[src/rtl/dbg_qual_pkg.sv]
package dbg_qual_pkg;

    typedef enum logic [1:0] {
        FS_QUIET      = 2'b00,
        FS_DATA_FIRE  = 2'b01,
        FS_TRACE_FIRE = 2'b10
    } fire_state_e;

    // number of enable bits at the bottom of a watchpoint control word
    localparam int unsigned WP_FIELD_W = 5;

    // converts a big-endian bit number into a little-endian index
    function automatic int unsigned be_idx(input int unsigned width, input int unsigned bitn);
        return width - 1 - bitn;
    endfunction

endpackage

[src/rtl/dbg_bp_qual.sv]
module dbg_bp_qual (
    input  logic       problem,
    input  logic       hyper,
    input  logic [1:0] priv_sel,
    input  logic       addr_hit,
    output logic       fire
);
    logic class_ok;

    always_comb begin
        unique case (priv_sel)
            2'd1:    class_ok = problem;
            2'd2:    class_ok = !problem && !hyper;
            2'd3:    class_ok = !problem && hyper;
            default: class_ok = 1'b0;
        endcase
    end

    assign fire = addr_hit && class_ok;

endmodule

[src/rtl/dbg_wp_qual.sv]
module dbg_wp_qual #(
    parameter int unsigned CTRL_W = 64,
    parameter bit          GATED  = 1'b0
) (
    input  logic [CTRL_W-1:0] ctl,
    input  logic              problem,
    input  logic              hyper,
    input  logic              reloc,
    input  logic              feat_ext,
    input  logic              addr_hit,
    output logic              fire
);
    import dbg_qual_pkg::*;

    localparam int unsigned WT_IX  = be_idx(64, 59);
    localparam int unsigned WTI_IX = be_idx(64, 60);
    localparam int unsigned HV_IX  = be_idx(64, 61);
    localparam int unsigned SV_IX  = be_idx(64, 62);
    localparam int unsigned PR_IX  = be_idx(64, 63);

    logic en_wt, en_wti, en_hv, en_sv, en_pr;
    logic priv_ok, xlate_ok, usable;
    logic unused_hi;

    assign en_wt  = ctl[WT_IX];
    assign en_wti = ctl[WTI_IX];
    assign en_hv  = ctl[HV_IX];
    assign en_sv  = ctl[SV_IX];
    assign en_pr  = ctl[PR_IX];
    assign unused_hi = ^ctl[CTRL_W-1:WP_FIELD_W];

    // rejection chain, checked in priority order
    always_comb begin
        if (problem && !en_pr) begin
            priv_ok = 1'b0;
        end else if (hyper && !en_hv) begin
            priv_ok = 1'b0;
        end else if (!en_sv) begin
            priv_ok = 1'b0;
        end else begin
            priv_ok = 1'b1;
        end
    end

    always_comb begin
        if (en_wti) begin
            xlate_ok = 1'b1;
        end else begin
            xlate_ok = (en_wt == reloc);
        end
    end

    generate
        if (GATED) begin : g_gated
            assign usable = feat_ext;
        end else begin : g_free
            logic unused_feat;
            assign unused_feat = feat_ext;
            assign usable = 1'b1;
        end
    endgenerate

    assign fire = addr_hit && usable && priv_ok && xlate_ok;

endmodule

[src/rtl/dbg_fire_fsm.sv]
module dbg_fire_fsm #(
    parameter int unsigned NUM_WP = 2,
    parameter int unsigned AW     = 64,
    parameter int unsigned STAT_W = 64
) (
    input  logic              clk,
    input  logic              rst_n,
    input  logic [NUM_WP-1:0] wp_fire,
    input  logic              bp_fire,
    input  logic [AW-1:0]     hit_addr,
    output logic              bp_match,
    output logic [NUM_WP-1:0] wp_match,
    output logic              exc_req,
    output logic [1:0]        exc_kind,
    output logic              dar_we,
    output logic [AW-1:0]     dar_val,
    output logic [STAT_W-1:0] status_val
);
    import dbg_qual_pkg::*;

    localparam logic [STAT_W-1:0] DATA_STAT  = STAT_W'(1) << be_idx(STAT_W, 41);
    localparam logic [STAT_W-1:0] TRACE_STAT = (STAT_W'(1) << be_idx(STAT_W, 33))
                                             | (STAT_W'(1) << be_idx(STAT_W, 43));

    fire_state_e state_q, state_d;
    logic [AW-1:0]     addr_q;
    logic [NUM_WP-1:0] wp_q;
    logic              bp_q;

    always_comb begin
        if (|wp_fire) begin
            state_d = FS_DATA_FIRE;
        end else if (bp_fire) begin
            state_d = FS_TRACE_FIRE;
        end else begin
            state_d = FS_QUIET;
        end
    end

    // state register
    always_ff @(posedge clk or negedge rst_n) begin
        if (!rst_n) begin
            state_q <= FS_QUIET;
        end else begin
            state_q <= state_d;
        end
    end

    // output registers
    always_ff @(posedge clk or negedge rst_n) begin
        if (!rst_n) begin
            addr_q <= '0;
            wp_q   <= '0;
            bp_q   <= 1'b0;
        end else begin
            addr_q <= (|wp_fire) ? hit_addr : '0;
            wp_q   <= wp_fire;
            bp_q   <= bp_fire;
        end
    end

    always_comb begin
        exc_req    = 1'b0;
        dar_we     = 1'b0;
        status_val = '0;
        unique case (state_q)
            FS_DATA_FIRE: begin
                exc_req    = 1'b1;
                dar_we     = 1'b1;
                status_val = DATA_STAT;
            end
            FS_TRACE_FIRE: begin
                exc_req    = 1'b1;
                status_val = TRACE_STAT;
            end
            default: begin
                exc_req = 1'b0;
            end
        endcase
    end

    assign exc_kind = state_q;
    assign dar_val  = addr_q;
    assign wp_match = wp_q;
    assign bp_match = bp_q;


    data_status_chk: assert property (@(posedge clk) disable iff (!rst_n)
        (exc_kind == 2'b01) |-> (dar_we && status_val == DATA_STAT && dar_val == $past(hit_addr)));


    trace_status_chk: assert property (@(posedge clk) disable iff (!rst_n)
        (exc_kind == 2'b10) |-> (!dar_we && status_val == TRACE_STAT && dar_val == '0));


    wp_priority_chk: assert property (@(posedge clk) disable iff (!rst_n)
        (|wp_match) |-> (exc_kind == 2'b01));


    onehot_kind_chk: assert property (@(posedge clk) disable iff (!rst_n)
        $onehot0(exc_kind) && (exc_req == (exc_kind != 2'b00)));

endmodule

[src/rtl/dbg_trig_qual.sv]
module dbg_trig_qual #(
    parameter int unsigned NUM_WP = 2,
    parameter int unsigned CTRL_W = 64,
    parameter int unsigned AW     = 64,
    parameter int unsigned STAT_W = 64
) (
    input  logic                          clk,
    input  logic                          rst_n,
    input  logic                          st_problem,
    input  logic                          st_hyper,
    input  logic                          st_reloc,
    input  logic                          feat_ext,
    input  logic [1:0]                    bp_priv,
    input  logic                          bp_addr_hit,
    input  logic [NUM_WP-1:0][CTRL_W-1:0] wp_ctl,
    input  logic [NUM_WP-1:0]             wp_addr_hit,
    input  logic [AW-1:0]                 hit_addr,
    output logic                          bp_match,
    output logic [NUM_WP-1:0]             wp_match,
    output logic                          exc_req,
    output logic [1:0]                    exc_kind,
    output logic                          dar_we,
    output logic [AW-1:0]                 dar_val,
    output logic [STAT_W-1:0]             status_val
);
    logic              bp_fire;
    logic [NUM_WP-1:0] wp_fire;

    dbg_bp_qual u_bp (
        .problem  (st_problem),
        .hyper    (st_hyper),
        .priv_sel (bp_priv),
        .addr_hit (bp_addr_hit),
        .fire     (bp_fire)
    );

    generate
        for (genvar gi = 0; gi < NUM_WP; gi++) begin : g_wp
            dbg_wp_qual #(
                .CTRL_W (CTRL_W),
                .GATED  (gi != 0)
            ) u_wp (
                .ctl      (wp_ctl[gi]),
                .problem  (st_problem),
                .hyper    (st_hyper),
                .reloc    (st_reloc),
                .feat_ext (feat_ext),
                .addr_hit (wp_addr_hit[gi]),
                .fire     (wp_fire[gi])
            );
        end
    endgenerate

    dbg_fire_fsm #(
        .NUM_WP (NUM_WP),
        .AW     (AW),
        .STAT_W (STAT_W)
    ) u_fsm (
        .clk        (clk),
        .rst_n      (rst_n),
        .wp_fire    (wp_fire),
        .bp_fire    (bp_fire),
        .hit_addr   (hit_addr),
        .bp_match   (bp_match),
        .wp_match   (wp_match),
        .exc_req    (exc_req),
        .exc_kind   (exc_kind),
        .dar_we     (dar_we),
        .dar_val    (dar_val),
        .status_val (status_val)
    );


    bp_disabled_chk: assert property (@(posedge clk) disable iff (!rst_n)
        (bp_priv == 2'd0) |=> !bp_match);


    bp_user_chk: assert property (@(posedge clk) disable iff (!rst_n)
        (bp_priv == 2'd1 && !st_problem) |=> !bp_match);


    generate
        if (NUM_WP > 1) begin : g_gate_chk
            wp_gate_chk: assert property (@(posedge clk) disable iff (!rst_n)
                !feat_ext |=> (wp_match[NUM_WP-1:1] == '0));
        end
    endgenerate


    wp_sv_chk: assert property (@(posedge clk) disable iff (!rst_n)
        !wp_ctl[0][1] |=> !wp_match[0]);

endmodule

[config.mk]
export PLATFORM = sky130hd
export DESIGN_NAME = dbg_trig_qual
export DESIGN_NICKNAME = d
export VERILOG_FILES = /design/src/rtl/dbg_qual_pkg.sv /design/src/rtl/dbg_bp_qual.sv /design/src/rtl/dbg_wp_qual.sv /design/src/rtl/dbg_fire_fsm.sv /design/src/rtl/dbg_trig_qual.sv
export SDC_FILE = /design/constraint.sdc
export NUM_CORES = 1
export LEC_CHECK = 0
export ABC_AREA = 1
export BUFFER_PORTS_ARGS = -buffer_cell sky130_fd_sc_hd__buf_2
export CORE_AREA = 2 2 132 134
export DETAILED_ROUTE_END_ITERATION = 10
export DIE_AREA = 0 0 134 136
export PLACE_DENSITY = 0.44
export REMOVE_ABC_BUFFERS = 1
export SYNTH_ARGS = -nofsm -noshare
export SYNTH_HDL_FRONTEND = slang
export SYNTH_HIERARCHICAL = 1
export SYNTH_SLANG_ARGS = --single-unit
[constraint.sdc]
create_clock -name clk -period 1.7 [get_ports clk]
set_input_delay 0.34 -clock clk [delete_from_list [all_inputs] [get_ports clk]]
set_output_delay 0.34 -clock clk [all_outputs]
set_load 0.005 [all_outputs]
* Word-level counts from Yosys, hierarchy flattened
Index checks and enable logic that the tools add are counted.
Widths: inputs -> output; s select.
** Storage, ports and cells
- Flip-flop bits (word level) :: 69
- Input bits :: 203
- Output and inout bits :: 135
- Logic and storage cells :: 46
** Cells by class
- Equal/unequal tests :: 7
- Muxes and demuxes :: 15
- Reductions and logical operators :: 20
** Operators by type and width (number)
- $mux 64 :: 1
- $pmux 31 s2 :: 1
- $logic_and 1x1->1 :: 12
- $mux 1 :: 10
- $eq 2x2->1 const B :: 3
- $logic_not 1->1 :: 6
- $eq 2x1->1 const B :: 2
- $mux 2 :: 2
- $reduce_or 2->1 :: 2
- $pmux 1 s3 :: 1
- $eq 1x1->1 :: 2

* Logic depth before layout (Yosys ltp)
- Depth in word-level cells :: 8
- Gate-level depth with buffers :: 7
- Mapped depth without buffers :: 7

* Hierarchy
Netlist, hierarchy kept.
** By module, submodules not included
- dbg_fire_fsm :: times used 1, cells an instance 278, area each 2795.2 µm², seq. area each 1726.7 µm²
- dbg_wp_qual (g_wp[1].u_wp) :: times used 1, cells an instance 14, area each 57.6 µm², seq. area each 0.0 µm²
- dbg_wp_qual (g_wp[0].u_wp) :: times used 1, cells an instance 12, area each 50.0 µm², seq. area each 0.0 µm²
- dbg_bp_qual :: times used 1, cells an instance 11, area each 43.8 µm², seq. area each 0.0 µm²

* Worst setup path before layout
Ideal clock, no wire load.
- Path type :: input to register
- Start point :: in wp_ctl[68] (netlist bit)
- End point :: reg u_fsm.addr_q[10], in the netlist u_fsm/dar_val[10]
- Setup time :: 0.116 ns
- Arrival :: 1.029 ns
- Required time :: 1.584 ns
- Path slack :: 0.555 ns
- Stages on the path :: 7
- Buffers on the path :: 1
- Cells stage by stage :: inv_1 nand2_1 a21oi_1 nor2_1 nor2_4 buf_4 nor2_1
** Between the ends
- Longest elaborated chain between the ends :: 5
** RTL lines
- from (decl) :: line dbg_trig_qual.sv:15 : input logic [NUM_WP-1:0][CTRL_W-1:0] wp_ctl,
- $eq 1x1->1 :: line dbg_wp_qual.sv:49 : xlate_ok = (en_wt == reloc);
- $mux 1 :: line dbg_wp_qual.sv:46 : if (en_wti) begin
- $logic_and 1x1->1 :: line dbg_wp_qual.sv:63 : assign fire = addr_hit && usable && priv_ok && xlate_ok;
- net wp_fire[1] :: line dbg_trig_qual.sv:27 : logic [NUM_WP-1:0] wp_fire;
- $reduce_or 2->1 :: line dbg_fire_fsm.sv:56 : addr_q <= (|wp_fire) ? hit_addr : '0;
- $mux 64 :: line dbg_fire_fsm.sv:56
- to (signal assigned) :: line dbg_fire_fsm.sv:56
- to (decl) :: line dbg_fire_fsm.sv:26 : logic [AW-1:0] addr_q;
The timed path passes the listed nets, and every way through them passes these cells.

* Final worst setup path
- Start point :: reg u_fsm.state_q[0], in the netlist u_fsm/exc_kind[0]
- End point :: out exc_req
** Between the ends
- Longest elaborated chain between the ends :: 3
- Elaborated cells on any way between the ends :: 4
- Those cells by class :: eq/ne: 2; mux: 1; reduce/logical: 1
** RTL lines
- from (decl) :: line dbg_fire_fsm.sv:25 : fire_state_e state_q, state_d;
- from (signal assigned) :: line dbg_fire_fsm.sv:45 : state_q <= state_d;
- $eq 2x1->1 / $eq 2x2->1 (equally long branches) :: line dbg_fire_fsm.sv:66 : unique case (state_q)
- $reduce_or 2->1 (no source line) *
- $mux 1 * :: line dbg_fire_fsm.sv:66
- to (decl) :: line dbg_trig_qual.sv:20 : output logic exc_req,
Every way passes the cells marked *; elsewhere a longest branch is shown, timed or not.

==> results.cfg <==
[status]
status = finished, final reports clean

[clocking]
cts_made_buffers = 9
cts-root-buf = clkbuf_16
cts_sinks = 69
path_clk_slew_ns = 0.06
clockBufferDepth = 2
htreeDepth = 3
cts_tree = built
cts_setup_buffers = 0

[flow_run]
maxCapViolCount = 0

[timing]
fmax_mhz = 652
finalSetupViolations = 0
rsz0062_at_grt = no
final_hold_viol_count = 0
fin_crit_ns = 1.53
period_share_pct = 90.3
finalSetupTns_ns = 0
hold_ws_ns = 0.209
slew_violations = 0

[die]
dieArea_um2 = 18200
coreArea_um2 = 16900
rows = 48
die_y_um = 136
ios = 338
chipWidth_um = 134
start_util_pct = 17.5

[global_route]
grt-ovfl-total = 0
grt_pass1_wl_um = 11100
grt_pass1_vias = 2121
grt_usage_pct = 8.07
grt_max_degree = 37
grt_antenna_before_repair = 0

[logic_synthesis]
synthCells = 315
syn_area_um2 = 2950
synth-seq-cells = 69
synth.yosys.seq_area_share_pct = 58.6
synth-warning-count = 6
synthDistinctLibCells = 12
syn_area_per_cell_um2 = 9.35

[route]
post-route-drc-count = 0
drtIter0Drc = 28
via_per_inst = 3.15
vias = 2233
dr.pass1.iters = 3
drtAntennaViolNets = 0
wl_per_cell_um = 10.1
wirelength_um = 7190

[pwr]
pwr-share-seq_pct = 44.6
cellLeakagePower_uw = 0.00268
swShare_pct = 23.8
power_frac_clock_pct = 44.8
power_density_nw_per_um2 = 951
pwr-share-comb_pct = 10.6
p_int_uw = 2960
p_switching_uw = 922
max-vdd-ir-drop_v = 0.000406

[placed_design]
post-dp-hpwl_um = 5520
place_congestion = 0.743
io_buffer_count = 158

[final_layout]
num_antenna_cells = 0
finalNetCount = 685
drive_above_1_share_pct = 36.3
syn2layout_area_growth_pct = 38.4

[worst_setup_path]
cp_data_required_time_ns = 1.36
end_kind = primary output
cp_data_arrival_time_ns = 1.19
crit_path_max_fanout = 3
start_kind = flip-flop
critical_path_class = flip-flop to primary output

[worst_hold_path]
hold_path.class = input pin to flip-flop
layout by cell type (no fill, tap or decap), drive strengths merged:
| master | Yosys | final |
|---|---|---|
| nand3b | 1 | 1 |
| dfrtp | 69 | 69 |
| buf | 69 | 162 |
| inv | 83 | 83 |
| dlygate4sd3 | 0 | 1 |
| clkbuf | 0 | 15 |
| nand3 | 2 | 2 |
| conb | 1 | 61 |
| clkinv | 0 | 1 |
| a21oi | 3 | 3 |
| nor2 | 70 | 70 |
| ha | 2 | 2 |
| nand2 | 15 | 15 |
final timing paths:
kind,start,endpoint,cells past startpoint
setup / recovery,u_fsm/exc_kind[0]$_DFF_PN0_,exc_req,4
hold / removal,hit_addr[30],u_fsm/dar_val[30]$_DFF_PN0_,3
max in group asynchronous,rst_n,u_fsm/dar_val[45]$_DFF_PN0_,3
min in group asynchronous,rst_n,u_fsm/dar_val[16]$_DFF_PN0_,2
stage by stage:
stage          area [µm²]  utilization, %  setup slack [ns]  std cells  power, µW
2_1_floorplan        2650               -             0.109        306       1910
3_3_place_gp         3800            22.5             0.273        693       2170
3_5_place_dp         3800            22.5             0.194        693       2180
4_1_cts              4080            24.2             0.136        710       3990
5_1_grt              4080            24.2            0.0792        710       4120
6_report             4080            24.2             0.166        710       3880
synthesized netlist by cell type:
| cell type | instances | area (µm²) |
|---|---|---|
| nor2_4 | 1 | 11.3 |
| a21oi_1 | 3 | 15.0 |
| nand3b_1 | 1 | 7.51 |
| inv_1 | 83 | 312 |
| buf_4 | 69 | 518 |
| nor2_1 | 68 | 255 |
| conb_1 | 1 | 3.75 |
| dfrtp_1 | 69 | 1730 |
| nor2_2 | 1 | 6.26 |
| nand2_1 | 15 | 56.3 |
| ha_1 | 2 | 25.0 |
| nand3_1 | 2 | 10.0 |
flip-flops by register name, summed over array words and instances, names as in the netlist:
signal / count
u_fsm/dar_val: 64
u_fsm/exc_kind: 2
u_fsm/wp_match: 2
u_fsm/bp_match: 1
metal layers:
layer | track usage (%) | vias to the layer above | share of wire (%)
met5 | 0 | - | 0
met4 | 3.55 | 0 | 1.4
met3 | 3.84 | 6 | 13
met2 | 12.7 | 164 | 44
met1 | 9.40 | 988 | 41
li1 | - | 1075 | -
power by group through the flow:
stage,Clock [µW],Combinational [µW],Sequential (µW)
5_1_grt,1910,475,1740
2_1_floorplan,0,134,1770
4_1_cts,1840,422,1730
3_5_place_dp,0,419,1760
6_report,1740,410,1730
3_3_place_gp,0,412,1760
final cells by class:
cell class / count / area (µm²)
Tap cell: 225 / 282
Sequential cell: 69 / 1730
Multi-Input combinational cell: 154 / 616
Fill cell: 1856 / 12800
Clock buffer: 15 / 268
Clock inverter: 1 / 5.00
Inverter: 83 / 312
Timing Repair Buffer: 163 / 871
worst max-delay path, cell delays in order, from the launching register on:
cell	delay, ns
dfrtp_1	0.38
inv_1	0.06
ha_1	0.28
inv_1	0.05
buf_2	0.10
logic make-up (layout without fill, tap and decap cells):
| family | Yosys count | in the layout | synth area share, % |
|---|---|---|---|
| AO/OA/AOI/OAI | 3 | 3 | 0.509 |
| buffers and inverters | 152 | 262 | 28.2 |
| adder cells (fa/ha/maj) | 2 | 2 | 0.849 |
| flip-flops | 69 | 69 | 58.6 |
| AND/OR/NAND/NOR | 88 | 88 | 11.8 |
| other | 1 | 61 | 0.127 |
repair_timing:
action | 4_1_cts | 5_1_grt
hold buffers | 1 | 0
hold endpoints to repair | 19 | 0
resized for setup | 0 | 0
Note: power is estimated with default switching activity, not from simulation.
